$ cat src/rtl/hz_pkg.sv
package hz_pkg;
  parameter int unsigned REG_AW = 5;
  typedef logic [REG_AW-1:0] reg_idx_t;

  typedef enum logic [1:0] {
    SEL_RF    = 2'b00,
    SEL_WB    = 2'b01,
    SEL_EXMEM = 2'b10
  } store_sel_e;

  // a producer is usable only if it writes a real (nonzero) register
  function automatic logic live_hit(input logic wr, input reg_idx_t dst, input reg_idx_t src);
    return wr && (dst != '0) && (dst == src);
  endfunction
endpackage

$ cat src/rtl/hz_store_fwd_mem.sv
module hz_store_fwd_mem
  import hz_pkg::*;
(
  input  logic     mem_is_store,
  input  reg_idx_t mem_rt,
  input  logic     wb_wr_reg,
  input  reg_idx_t wb_rd,
  output logic     fwd
);
  assign fwd = mem_is_store && live_hit(wb_wr_reg, wb_rd, mem_rt);

  always_comb begin
    p_no_zero_fwd_r9: assert (!(fwd && (wb_rd == '0)))
      else $error("zero register forwarded to memory write port");
    p_fwd_needs_store_r1: assert (!fwd || (mem_is_store && wb_wr_reg))
      else $error("memory forward without store and writer");
  end
endmodule

$ cat src/rtl/hz_store_fwd_ex.sv
module hz_store_fwd_ex
  import hz_pkg::*;
#(
  parameter bit USE_EXMEM_PATH = 1'b1
) (
  input  logic       ex_is_store,
  input  reg_idx_t   ex_rt,
  input  logic       mem_wr_reg,
  input  logic       mem_is_load,
  input  reg_idx_t   mem_rd,
  input  logic       wb_wr_reg,
  input  reg_idx_t   wb_rd,
  output store_sel_e sel
);
  logic mem_match;
  logic mem_ready;
  logic wb_match;

  assign wb_match = live_hit(wb_wr_reg, wb_rd, ex_rt);

  generate
    if (USE_EXMEM_PATH) begin : g_exmem
      assign mem_match = live_hit(mem_wr_reg, mem_rd, ex_rt);
      assign mem_ready = !mem_is_load;
    end else begin : g_no_exmem
      assign mem_match = 1'b0;
      assign mem_ready = 1'b0;
    end
  endgenerate

  always_comb begin
    sel = SEL_RF;
    if (ex_is_store) begin
      if (mem_match) begin
        // newer producer shadows the older one; a pending load is not ready
        sel = mem_ready ? SEL_EXMEM : SEL_RF;
      end else if (wb_match) begin
        sel = SEL_WB;
      end
    end
  end

  always_comb begin
    p_sel_legal_r2: assert (sel != 2'b11) else $error("illegal store select");
    p_idle_no_fwd_r10: assert (ex_is_store || sel == SEL_RF)
      else $error("forward selected without a store");
    p_no_load_src_r4: assert (!(sel == SEL_EXMEM && mem_is_load))
      else $error("forwarded from a load that has no data yet");
  end
endmodule

$ cat src/rtl/hz_load_use.sv
module hz_load_use
  import hz_pkg::*;
#(
  parameter bit STORE_DATA_EXEMPT = 1'b1
) (
  input  reg_idx_t id_rs,
  input  reg_idx_t id_rt,
  input  logic     id_rt_read,
  input  logic     id_is_store,
  input  logic     ex_is_load,
  input  reg_idx_t ex_rt,
  output logic     stall
);
  logic base_dep;
  logic rt_dep;

  assign base_dep = live_hit(ex_is_load, ex_rt, id_rs);

  generate
    if (STORE_DATA_EXEMPT) begin : g_exempt
      assign rt_dep = id_rt_read && !id_is_store && live_hit(ex_is_load, ex_rt, id_rt);
    end else begin : g_plain
      assign rt_dep = id_rt_read && live_hit(ex_is_load, ex_rt, id_rt);
    end
  endgenerate

  assign stall = base_dep || rt_dep;

  always_comb begin
    p_stall_src_load_r5: assert (!stall || ex_is_load)
      else $error("stall without a load in execute");
    p_stall_zero_r9: assert (!(stall && ex_rt == '0))
      else $error("stall on register zero");
  end
endmodule

$ cat src/rtl/store_hazard_ctrl.sv
module store_hazard_ctrl
  import hz_pkg::*;
(
  input  logic [REG_AW-1:0] id_rs,
  input  logic [REG_AW-1:0] id_rt,
  input  logic              id_rt_read,
  input  logic              id_is_store,
  input  logic [REG_AW-1:0] ex_rt,
  input  logic              ex_is_load,
  input  logic              ex_is_store,
  input  logic [REG_AW-1:0] mem_rd,
  input  logic [REG_AW-1:0] mem_rt,
  input  logic              mem_wr_reg,
  input  logic              mem_is_load,
  input  logic              mem_is_store,
  input  logic [REG_AW-1:0] wb_rd,
  input  logic              wb_wr_reg,
  output logic [1:0]        ex_store_sel,
  output logic              mem_store_fwd,
  output logic              pc_wr_en,
  output logic              ifid_wr_en,
  output logic              idex_bubble
);
  store_sel_e sel_ex;
  logic       stall;

  hz_store_fwd_ex #(.USE_EXMEM_PATH(1'b1)) u_fwd_ex (
    .ex_is_store (ex_is_store),
    .ex_rt       (ex_rt),
    .mem_wr_reg  (mem_wr_reg),
    .mem_is_load (mem_is_load),
    .mem_rd      (mem_rd),
    .wb_wr_reg   (wb_wr_reg),
    .wb_rd       (wb_rd),
    .sel         (sel_ex)
  );

  hz_store_fwd_mem u_fwd_mem (
    .mem_is_store (mem_is_store),
    .mem_rt       (mem_rt),
    .wb_wr_reg    (wb_wr_reg),
    .wb_rd        (wb_rd),
    .fwd          (mem_store_fwd)
  );

  hz_load_use #(.STORE_DATA_EXEMPT(1'b1)) u_load_use (
    .id_rs       (id_rs),
    .id_rt       (id_rt),
    .id_rt_read  (id_rt_read),
    .id_is_store (id_is_store),
    .ex_is_load  (ex_is_load),
    .ex_rt       (ex_rt),
    .stall       (stall)
  );

  assign ex_store_sel = sel_ex;
  assign pc_wr_en     = !stall;
  assign ifid_wr_en   = !stall;
  assign idex_bubble  = stall;

  always_comb begin
    p_bubble_holds_r8: assert ((idex_bubble == !pc_wr_en) && (idex_bubble == !ifid_wr_en))
      else $error("bubble and front-end hold disagree");
  end
endmodule

$ cat config.mk
export PLATFORM = sky130hd
export DESIGN_NAME = store_hazard_ctrl
export DESIGN_NICKNAME = d
export VERILOG_FILES = /design/src/rtl/hz_pkg.sv /design/src/rtl/hz_store_fwd_mem.sv /design/src/rtl/hz_store_fwd_ex.sv /design/src/rtl/hz_load_use.sv /design/src/rtl/store_hazard_ctrl.sv
export SDC_FILE = /design/constraint.sdc
export NUM_CORES = 1
export LEC_CHECK = 0
export BUFFER_PORTS_ARGS = -buffer_cell sky130_fd_sc_hd__buf_2
export CAP_MARGIN = 20
export CORE_AREA = 4 4 41 43
export DETAILED_ROUTE_END_ITERATION = 8
export DIE_AREA = 0 0 45 47
export PLACE_DENSITY_LB_ADDON = 0.1
export SLEW_MARGIN = 15
export SYNTH_ARGS = -nofsm -noshare
export SYNTH_HDL_FRONTEND = slang
export SYNTH_HIERARCHICAL = 1
export SYNTH_SLANG_ARGS = --single-unit
$ cat constraint.sdc
create_clock -name vclk -period 1.2
set_input_delay 0 -clock vclk [all_inputs]
set_output_delay 0 -clock vclk [all_outputs]
set_load 0.03 [all_outputs]
==> impl_results.md, run 1 <==
- Initial antenna violation count: 0
- Leak: between 0.0003 and 0.0004 uW
- Final ANT Viol Nets: 0
- Share of layout cells above drive strength 1: 57.3%
- Final setup vio count: 0
- Die Y: 47 um
- Synth Area in Simple Gates: 27.3%
- Seq/Total Area, Yosys: 0%
- DRT iter0 DRCs: 4
- Hold buffer count at CTS: 0
- Overall routed net length: 1230 um
- Die area: 2120 um^2
- Post-Syn Instances: 50
- PortBufs: 44
- Worst path max stage delay: 230 ps
- Crit Path Max Fanout: 6
- Final TNS setup: 0 ps
- Synth cell types: 22
- Die Wd: 45 um
- Max-slew violations: 0
- Synthesized area per cell: between 7 and 8 um^2
- Mux share of post-synthesis cell area: 0%
- Grt total ovfl: 0
- Core ar.: between 1000 and 1500 um^2
- Via density: 4.81
- Hold Path Depth: 4
- Clock buffer cells: 0
- Num sequential: 0
- CP endpoint kind: output port
- Crit share post-route: 92.5%
- Overall Global Routing Usage: a little over a tenth
- Crit Path Category: input port to output port
- Number of global-route vias before repair: 419
- Final Hold Vio Count: 0
- Cell area after synthesis: 389 um^2
- Peak VDD IR: approximately 0.14 mV
- Fin crit period: 1110 ps
- Register area: 0 um^2
- Compound-Gate Fraction of Synth Area: a little under a fifth
- Hold Startpoint: ex_is_load
- Dpl hpwl: 1110 um
- Adder-cell area share of the yosys netlist: 0%
- Yosys warnings: 6
- Unrepaired setup endpoints after global routing: false
- # rows: 13
- XOR/XNOR Fraction of Synth Area: 49.5%
- Post-DR wirelength/cell: 11.1 um
- GPL Wtd Cong: 0.762
- I/O Pins: 44
- Hold Crit Class: input port to output port
- Largest family of logic cells by synthesized area: XOR/XNOR gates
- Layout overhead on the synthesized area: 72.3%
- Antenna diodes: 0
- Status: complete, no violations
- Worst Path Required: 1200 ps
- Global-route wire length before repair: 1760 um
- TritonRoute pass-1 iters: 3
- Startpoint class of the critical path: input port
- Max-slew headroom: 82.1%
- Max-cap violations: 0
- FILL cells: ~150
- Initial core utilization: 29.9%
- Pre-CTS setup slack: 28.1 ps
- Slew at the pin with the worst max-slew slack: 269 ps
- Final setup slack of the worst path: 89.9 ps
- CP arrival: 1110 ps
- Pin count of the biggest net entering global routing: 7
- Crit-path slowest cell: nor4_2
- CP Cell Sequence: clkbuf_4 -> xor2_1 -> nor4_2 -> nand4b_1 -> a21oi_4 -> inv_4 -> buf_4
- Vias: 534
- Setup crit start: ex_rt[1]
- Layout net count: ~140
- PD cells: 316 nW/um^2
- Syn_nets: 88
- Max Freq: 901 MHz
- Drt drc: 0
## metal layers
layer | vias to the layer above | track usage (%) | wire [um]
met4 | 0 | 0 | 0
met1 | 235 | 16.2 | 559
met3 | 0 | 0.383 | 131
met5 | - | 0 | 0
met2 | 23 | 16.9 | 540
li1 | 276 | - | -
## final timing paths
check	to	slack [ps]
setup / recovery	pc_wr_en	90
hold / removal	idex_bubble	370
## placed cells by master, fill, tap and decap left out, types with 2 or more instances in the layout
| cell type | netlist | layout |
|---|---|---|
| buf_2 | 0 | 40 |
| xor2_1 | 10 | 10 |
| nand3_1 | 2 | 2 |
| buf_4 | 1 | 6 |
| o2111ai_1 | 2 | 2 |
| nor4_1 | 2 | 2 |
| inv_1 | 3 | 2 |
| o21ai_0 | 2 | 2 |
| nand2_1 | 2 | 2 |
| xnor2_1 | 12 | 12 |
## power by group
| part | internal, uW | switching (uW) |
|---|---|---|
| sequential | 0 | 0 |
| clock | 0 | 0 |
| combinational | 111 | 100 |
| total | 111 | 100 |
## stage by stage
stage	power [uW]	cells	util [%]	area [um^2]	hold slack (ps)
2_1_floorplan	99.0	50	-	403	163
3_3_place_gp	207	111	50.5	657	407
3_5_place_dp	209	111	50.5	657	405
4_1_cts	210	111	50.5	657	406
5_1_grt	232	111	51.5	671	382
6_report	212	111	51.5	671	369
## synthesized netlist by cell type
library cell  number  area share [%]
a21oi_1            2             2.6
nor2_1             1            0.96
o21ai_0            2             2.6
nand3_1            2             2.6
inv_1              3             2.9
nor4_2             1             3.2
nand4_1            1             1.6
or4_1              1             1.9
o21ai_1            1             1.3
and4b_1            1             2.6
nand2_1            2             1.9
xor2_1            10              23
nor3_2             1             2.6
a211oi_2           1             3.2
nor3_1             1             1.3
xnor2_1           12              27
buf_4              1             1.9
o41ai_2            1             4.2
o2111ai_1          2             4.5
nor3b_2            1             3.2
nand4b_1           1             2.3
nor4_1             2             3.2
## worst max-delay path, delay by kind of cell
| family | cells | cell delay (ps) |
|---|---|---|
| xor+xnor | 1 | 170 |
| buf+inv | 3 | 350 |
| simple gates | 2 | 400 |
| compound gates | 1 | 190 |
## final cells by class
cell class | count | area, um^2 | area share [%]
inverter | 3 | 13.8 | 2.05
multi-input combinational | 46 | 385 | 57.5
tap | 15 | 18.8 | 2.80
timing repair buffer | 47 | 253 | 37.7
## repair_timing
| item | 4_1_cts | 5_1_grt |
|---|---|---|
| endpoints found under the hold margin | 0 | 0 |
| endpoints found under the setup margin | 0 | 3 |
| buffers inserted | 0 | 0 |
| resized for setup | 0 | 8 |
## cell families (layout without fill, tap and decap cells)
logic type,count (synthesis),after routing
AND/OR/NAND/NOR,15,15
AO/OA/AOI/OAI,9,9
buffers and inverters,4,50
XOR/XNOR,22,22
Note: power is estimated with default switching activity, not from simulation.
==> run 2: changes to the inputs <==
--- a/config.mk
+++ b/config.mk
@@ -5,6 +5,7 @@
 export SDC_FILE = /design/constraint.sdc
 export NUM_CORES = 1
 export LEC_CHECK = 0
+export ABC_AREA = 1
 export BUFFER_PORTS_ARGS = -buffer_cell sky130_fd_sc_hd__buf_2
 export CAP_MARGIN = 20
 export CORE_AREA = 4 4 41 43
==> impl_results.md, run 2 <==
- Overall Global Routing Usage: 15.3% (was 10.5%)
- Most frequent cells in the layout: 55 x nand2_1, 44 x buf_2, 35 x inv_1, 22 x nor2_1, 9 x nand3_1 (was 40 x buf_2, 12 x xnor2_1, 10 x xor2_1, 6 x buf_4)
- Crit Path Category: input port to output port (unchanged)
- Via density: 4.31 (was 4.81)
- Syn_nets: 176 (was 88)
- Post-DR wirelength/cell: 7.72 um (was 11.1 um)
- Status: complete, no violations (unchanged)
- Grt total ovfl: 0 (unchanged)
- Hold Crit Class: input port to output port (unchanged)
- Peak VDD IR: 0.122 mV (was 0.144 mV)
- Post-Syn Instances: 138 (was 50)
- Register area: 0 um^2 (unchanged)
- Hold Path Depth: 5 (was 4)
- Top cells by count, synth: 55 x nand2_1, 35 x inv_1, 22 x nor2_1, 9 x nand3_1, 4 x o21ai_0 (was 12 x xnor2_1, 10 x xor2_1, 3 x inv_1)
- # placed instances: 196 (was 111)
- Final Hold Vio Count: 0 (unchanged)
- Startpoint class of the critical path: input port (unchanged)
- Post-CTS Setup Repair Bufs: 0 (unchanged)
- Overall routed net length: 1510 um (was 1230 um)
- # rows: 13 (unchanged)
- Max-cap violations: 0 (unchanged)
- Antenna diodes: 0 (unchanged)
- Yosys warnings: 6 (unchanged)
- Synthesized area per cell: 4.16 um^2 (was 7.78 um^2)
- Switching share of power: 56.2% (was 47.5%)
- Share of power burned in registers: 0% (about the same)
- Dpl hpwl: 1380 um (was 1110 um)
- Top post-synthesis cells by area: nand2_1 36%, inv_1 23%, nor2_1 14% (was xnor2_1 27%, xor2_1 23%, o2111ai_1 4.5%)
- Core Util, Final: 61.9% (was 51.5%)
- Layout net count: 221 (was 136)
- Hold buffer count at CTS: 0 (unchanged)
- Final ANT Viol Nets: 0 (unchanged)
- Max-slew violations: 0 (unchanged)
- Initial antenna violation count: 0 (unchanged)
- Pre-CTS setup slack: 302 ps (was 28.1 ps)
- GPL Wtd Cong: 0.796 (was 0.762)
- Synth cell types: 15 (was 22)
- Leak: 0.000599 uW (was 0.000311 uW)
- TritonRoute pass-1 iters: 3 (unchanged)
- Num sequential: 0 (unchanged)
- DRT iter0 DRCs: 7 (was 4)
- Hold endpoint: ex_store_sel[1] (was idex_bubble)
- Worst Path Required: 1200 ps (about the same)
- Core ar.: 1300 um^2 (unchanged)
- Multi-input logic area: 428 um^2 (was 385 um^2)
- Final setup slack of the worst path: 299 ps (was 89.9 ps)
- Die Wd: 45 um (unchanged)
- Max Freq: 1110 MHz (was 901 MHz)
- Count leader, synth: nand2_1 (was xnor2_1)
- CP endpoint kind: output port (unchanged)
- Commonest non-fill, non-tap cell in the layout: nand2_1 (was buf_2)
- Logic pwr share: 100.0% (about the same)
- Max-slew headroom: 84.7% (was 82.1%)
- Slew at the pin with the worst max-slew slack: 230 ps (was 269 ps)
- Post-route insts no fill: 196 (was 111)
- Clock buffer cells: 0 (unchanged)
- Final TNS setup: 0 ps (unchanged)
- Crit share post-route: 75.1% (was 92.5%)
- Initial core utilization: 44.1% (was 29.9%)
- Crit Path Max Fanout: 7 (was 6)
- Number of global-route vias before repair: 741 (was 419)
- Net Sw Power: 128 uW (was 100 uW)
- Die Y: 47 um (unchanged)
- CP arrival: 900 ps (was 1110 ps)
- Share of layout cells above drive strength 1: 27.6% (was 57.3%)
- PortBufs: 44 (unchanged)
- Cell area after synthesis: 574 um^2 (was 389 um^2)
- Final setup vio count: 0 (unchanged)
- Unrepaired setup endpoints after global routing: false (unchanged)
- Leading area contributor after synthesis: nand2_1 (was xnor2_1)
- Global-route wire length before repair: 2620 um (was 1760 um)
- Fin crit period: 901 ps (was 1110 ps)
- Hold Startpoint: mem_is_load (was ex_is_load)
- Pin count of the biggest net entering global routing: 9 (was 7)
- Seq/Total Area, Yosys: 0% (unchanged)
- Synth top area share: 35.9% (was 27.0%)
- Layout overhead on the synthesized area: 40.3% (was 72.3%)
- FILL cells: 153 (was 151)
- Drt drc: 0 (unchanged)
- PD cells: 282 nW/um^2 (was 316 nW/um^2)
- I/O Pins: 44 (unchanged)
- Vias: 845 (was 534)
- Internal power: 99.4 uW (was 111 uW)
- Die area: 2120 um^2 (unchanged)
- Post-CTS sizing: 0 (unchanged)
- Clock power frac: 0% (about the same)
-- run 2: cell types whose count changed after synthesis, sizes merged, moves of 2 or more --
cell / delta
xnor2: -11
o2111ai: -2
nand2: +54
nand3: +7
nor2: +22
xor2: -8
inv: +34
nor4: -3
-- run 2: power by group through the flow --
| stage | Sequential (uW) | Combinational (uW) | Clock (uW) |
|---|---|---|---|
| final | 0 | 227 | 0 |
| after global routing | 0 | 266 | 0 |
| after CTS | 0 | 229 | 0 |
| after detailed placement | 0 | 228 | 0 |
| after global placement | 0 | 223 | 0 |
| after floorplan | 0 | 124 | 0 |
-- run 2: cell families (layout without fill, tap and decap cells) --
| group | Yosys count | in the layout | synth area share (%) |
|---|---|---|---|
| buffers and inverters | 38 | 81 | 25.5 |
| AO/OA/AOI/OAI | 7 | 7 | 6.75 |
| XOR/XNOR | 3 | 3 | 4.58 |
| AND/OR/NAND/NOR | 90 | 90 | 63.2 |
-- run 2: stage by stage --
step | instance area [um^2] | total power, uW | hold slack, ps
global placement | 806 | 223 | 365
finish | 806 | 227 | 365
floorplan | 574 | 124 | 141
global route | 806 | 266 | 412
detailed placement | 806 | 228 | 367
CTS | 806 | 229 | 369
-- run 2: how the worst max path moves through the flow --
| stage | end | slack (ps) | cells past startpoint | start |
|---|---|---|---|---|
| after floorplan | pc_wr_en | 50 | 8 | ex_rt[3] |
| final | ifid_wr_en | 300 | 9 | ex_rt[1] |
| after detailed placement | ifid_wr_en | 300 | 9 | ex_rt[1] |
| after CTS | ifid_wr_en | 300 | 9 | ex_rt[1] |
| after global routing | ex_store_sel[0] | 180 | 7 | ex_rt[0] |
| after global placement | ex_store_sel[0] | 310 | 7 | ex_rt[2] |
-- run 2: layer usage --
metal  GRT usage, %  vias to the layer above  share of wire, %
met3           1.15                        0               8.6
met1           18.9                      340                42
met5              0                        -                 0
met2           29.7                       24                49
met4           1.75                        0                 0
li1               -                      481                 -
-- run 2: cell type report --
type | count | share of cell area, %
timing repair buffer | 44 | 27.3
inverter | 37 | 17.2
multi-input combinational | 100 | 53.1
tap | 15 | 2.33
-- run 2: critical path, stage by stage --
cell	delay, ps
buf_2	160
inv_2	60
nand2_2	50
nand2_1	50
nor2_1	110
nand3_1	100
a21oi_2	150
inv_1	60
buf_2	170
==> run 3: changes to the inputs <==
--- a/config.mk
+++ b/config.mk
@@ -5,7 +5,7 @@
 export SDC_FILE = /design/constraint.sdc
 export NUM_CORES = 1
 export LEC_CHECK = 0
-export ABC_AREA = 1
+export ABC_AREA = 0
 export BUFFER_PORTS_ARGS = -buffer_cell sky130_fd_sc_hd__buf_2
 export CAP_MARGIN = 20
 export CORE_AREA = 4 4 41 43
==> constraint.sdc (replaced) <==
create_clock -name vclk -period 0.8
set_input_delay 0 -clock vclk [all_inputs]
set_output_delay 0 -clock vclk [all_outputs]
set_load 0.03 [all_outputs]
==> impl_results.md, run 3 (synthesized netlist as in run 1, its figures left out) <==
- # rows: 13 (unchanged)
- Max-slew headroom: 80.7% (was 84.7%)
- Vias: 593 (was 845)
- Share of layout cells above drive strength 1: 68.9% (was 27.6%)
- Most frequent cells in the layout: 30 x buf_2, 12 x buf_6, 10 x xnor2_1, 9 x xor2_1, 7 x buf_4 (was 55 x nand2_1, 44 x buf_2, 35 x inv_1, 22 x nor2_1, 9 x nand3_1)
- Crit share post-route: 148%
- Clock buffer cells: 0 (unchanged)
- Final setup vio count: 5 (was 0)
- Hold Crit Class: input port to output port (unchanged)
- Max-slew violations: 0 (unchanged)
- Worst Path Required: 800 ps (was 1200 ps)
- Post-route insts no fill: 121 (was 196)
- Drt drc: 0 (unchanged)
- Met3 usage: 2.68% (was 1.15%)
- Unrepaired setup endpoints after global routing: true (was false)
- Die Wd: 45 um (unchanged)
- Global-route wire length before repair: 2260 um (was 2620 um)
- DRT iter0 DRCs: 2 (was 7)
- Overall Global Routing Usage: 13.7% (was 15.3%)
- Final TNS setup: -1640 ps (was 0 ps)
- PortBufs: 44 (unchanged)
- Core Util, Final: 75.0% (was 61.9%)
- Pwr Total: 488 uW (was 227 uW)
- Slew at the pin with the worst max-slew slack: 287 ps (was 230 ps)
- Fin crit period: 1190 ps
- CP endpoint kind: output port (unchanged)
- Pre-CTS setup slack: -382 ps (was 302 ps)
- GPL Wtd Cong: 0.709 (was 0.796)
- Hold Path Depth: 4 (was 5)
- Layout overhead on the synthesized area: 151% (was 40.3%)
- # placed instances: 118 (was 196)
- Max Freq: between 800 and 900 MHz
- Final setup slack of the worst path: -387 ps (was 299 ps)
- Pin count of the biggest net entering global routing: 6 (was 9)
- Status: complete, but fails checks (was complete, no violations)
- Crit Path Category: input port to output port (unchanged)
- Initial core utilization: 29.9% (was 44.1%)
- Crit Path Max Fanout: 2 (was 7)
- GR peak layer: met2 (unchanged)
- Hold endpoint: idex_bubble (was ex_store_sel[1])
- Max-cap violations: 0 (unchanged)
- Final ANT Viol Nets: 0 (unchanged)
- Peak VDD IR: 0.292 mV (was 0.122 mV)
- Number of global-route vias before repair: 561 (was 741)
- Layout net count: 146 (was 221)
- Via density: 4.90 (was 4.31)
- Commonest non-fill, non-tap cell in the layout: buf_2 (was nand2_1)
- Post-DR wirelength/cell: 13.8 um (was 7.72 um)
- Die area: 2120 um^2 (unchanged)
- Hold Startpoint: ex_is_load (was mem_is_load)
- Grt total ovfl: 0 (unchanged)
- TritonRoute pass-1 iters: 2 (was 3)
- Antenna diodes: 0 (unchanged)
- Met2 Use GR: 28.8% (was 29.7%)
- I/O Pins: 44 (unchanged)
- Initial antenna violation count: 0 (unchanged)
- Leak: 0.000429 uW (was 0.000599 uW)
- CP arrival: 1190 ps (was 900 ps)
- Startpoint class of the critical path: input port (unchanged)
- PD cells: 500 nW/um^2 (was 282 nW/um^2)
- Final Hold Vio Count: 0 (unchanged)
- Die Y: 47 um (unchanged)
- Failing checks: negative setup slack
- Core ar.: 1300 um^2 (unchanged)
- Num sequential: 0 (unchanged)
- Met1 usage: 14.6% (was 18.9%)
- Overall routed net length: 1670 um (was 1510 um)
- Dpl hpwl: 1250 um (was 1380 um)
- Register area: 0 um^2 (unchanged)
[run 3: cell type report]
cell class / instances / area [um^2]
Fill cell: 109 / 325
Multi-Input combinational cell: 46 / 465
Timing Repair Buffer: 57 / 478
Inverter: 3 / 13.8
Tap cell: 15 / 18.8
[run 3: worst max-delay path, stage by stage]
cell and delay, ps:
buf_6 100, xor2_2 170, nor4_2 340, nand4b_1 200
a21oi_4 210, inv_4 50, buf_6 130
[run 3: stage by stage]
| step | hold WS (ps) | cell area, um^2 |
|---|---|---|
| after floorplan | 163 | 429 |
| after global placement | 405 | 757 |
| after detailed placement | 408 | 757 |
| after CTS | 350 | 875 |
| after global routing | 372 | 976 |
| final | 355 | 976 |
[run 3: power breakdown]
part           total (uW)  internal [uW]  leakage, uW  switching, uW
clock                   0              0            0              0
sequential              0              0            0              0
combinational         488            282     0.000429            206
total                 488            282     0.000429            206
[run 3: repair_timing]
| item | 4_1_cts | 5_1_grt |
|---|---|---|
| endpoints found under the setup margin | 6 | 6 |
| resized for setup | 25 | 22 |
| setup buffers | 2 | 1 |
| pin swaps | 11 | 12 |
| hold endpoints to repair | 0 | 0 |
| gates cloned | 0 | 0 |
| hold buffers | 0 | 0 |
[run 3: layer usage]
metal | up-vias | part of all wire [%]
li1 | 294 | -
met1 | 267 | 36
met2 | 32 | 52
met3 | 0 | 13
met4 | 0 | 0
met5 | - | 0
[run 3: worst max path at each step]
stage | depth (start not counted) | to | slack, ps | from
after CTS | 7 | pc_wr_en | -300 | id_rt[0]
after global routing | 7 | pc_wr_en | -400 | id_rt[0]
after global placement | 6 | pc_wr_en | -350 | ex_rt[1]
after detailed placement | 6 | idex_bubble | -380 | ex_rt[3]
final | 7 | pc_wr_en | -390 | id_rt[0]
after floorplan | 6 | pc_wr_en | -360 | ex_rt[3]
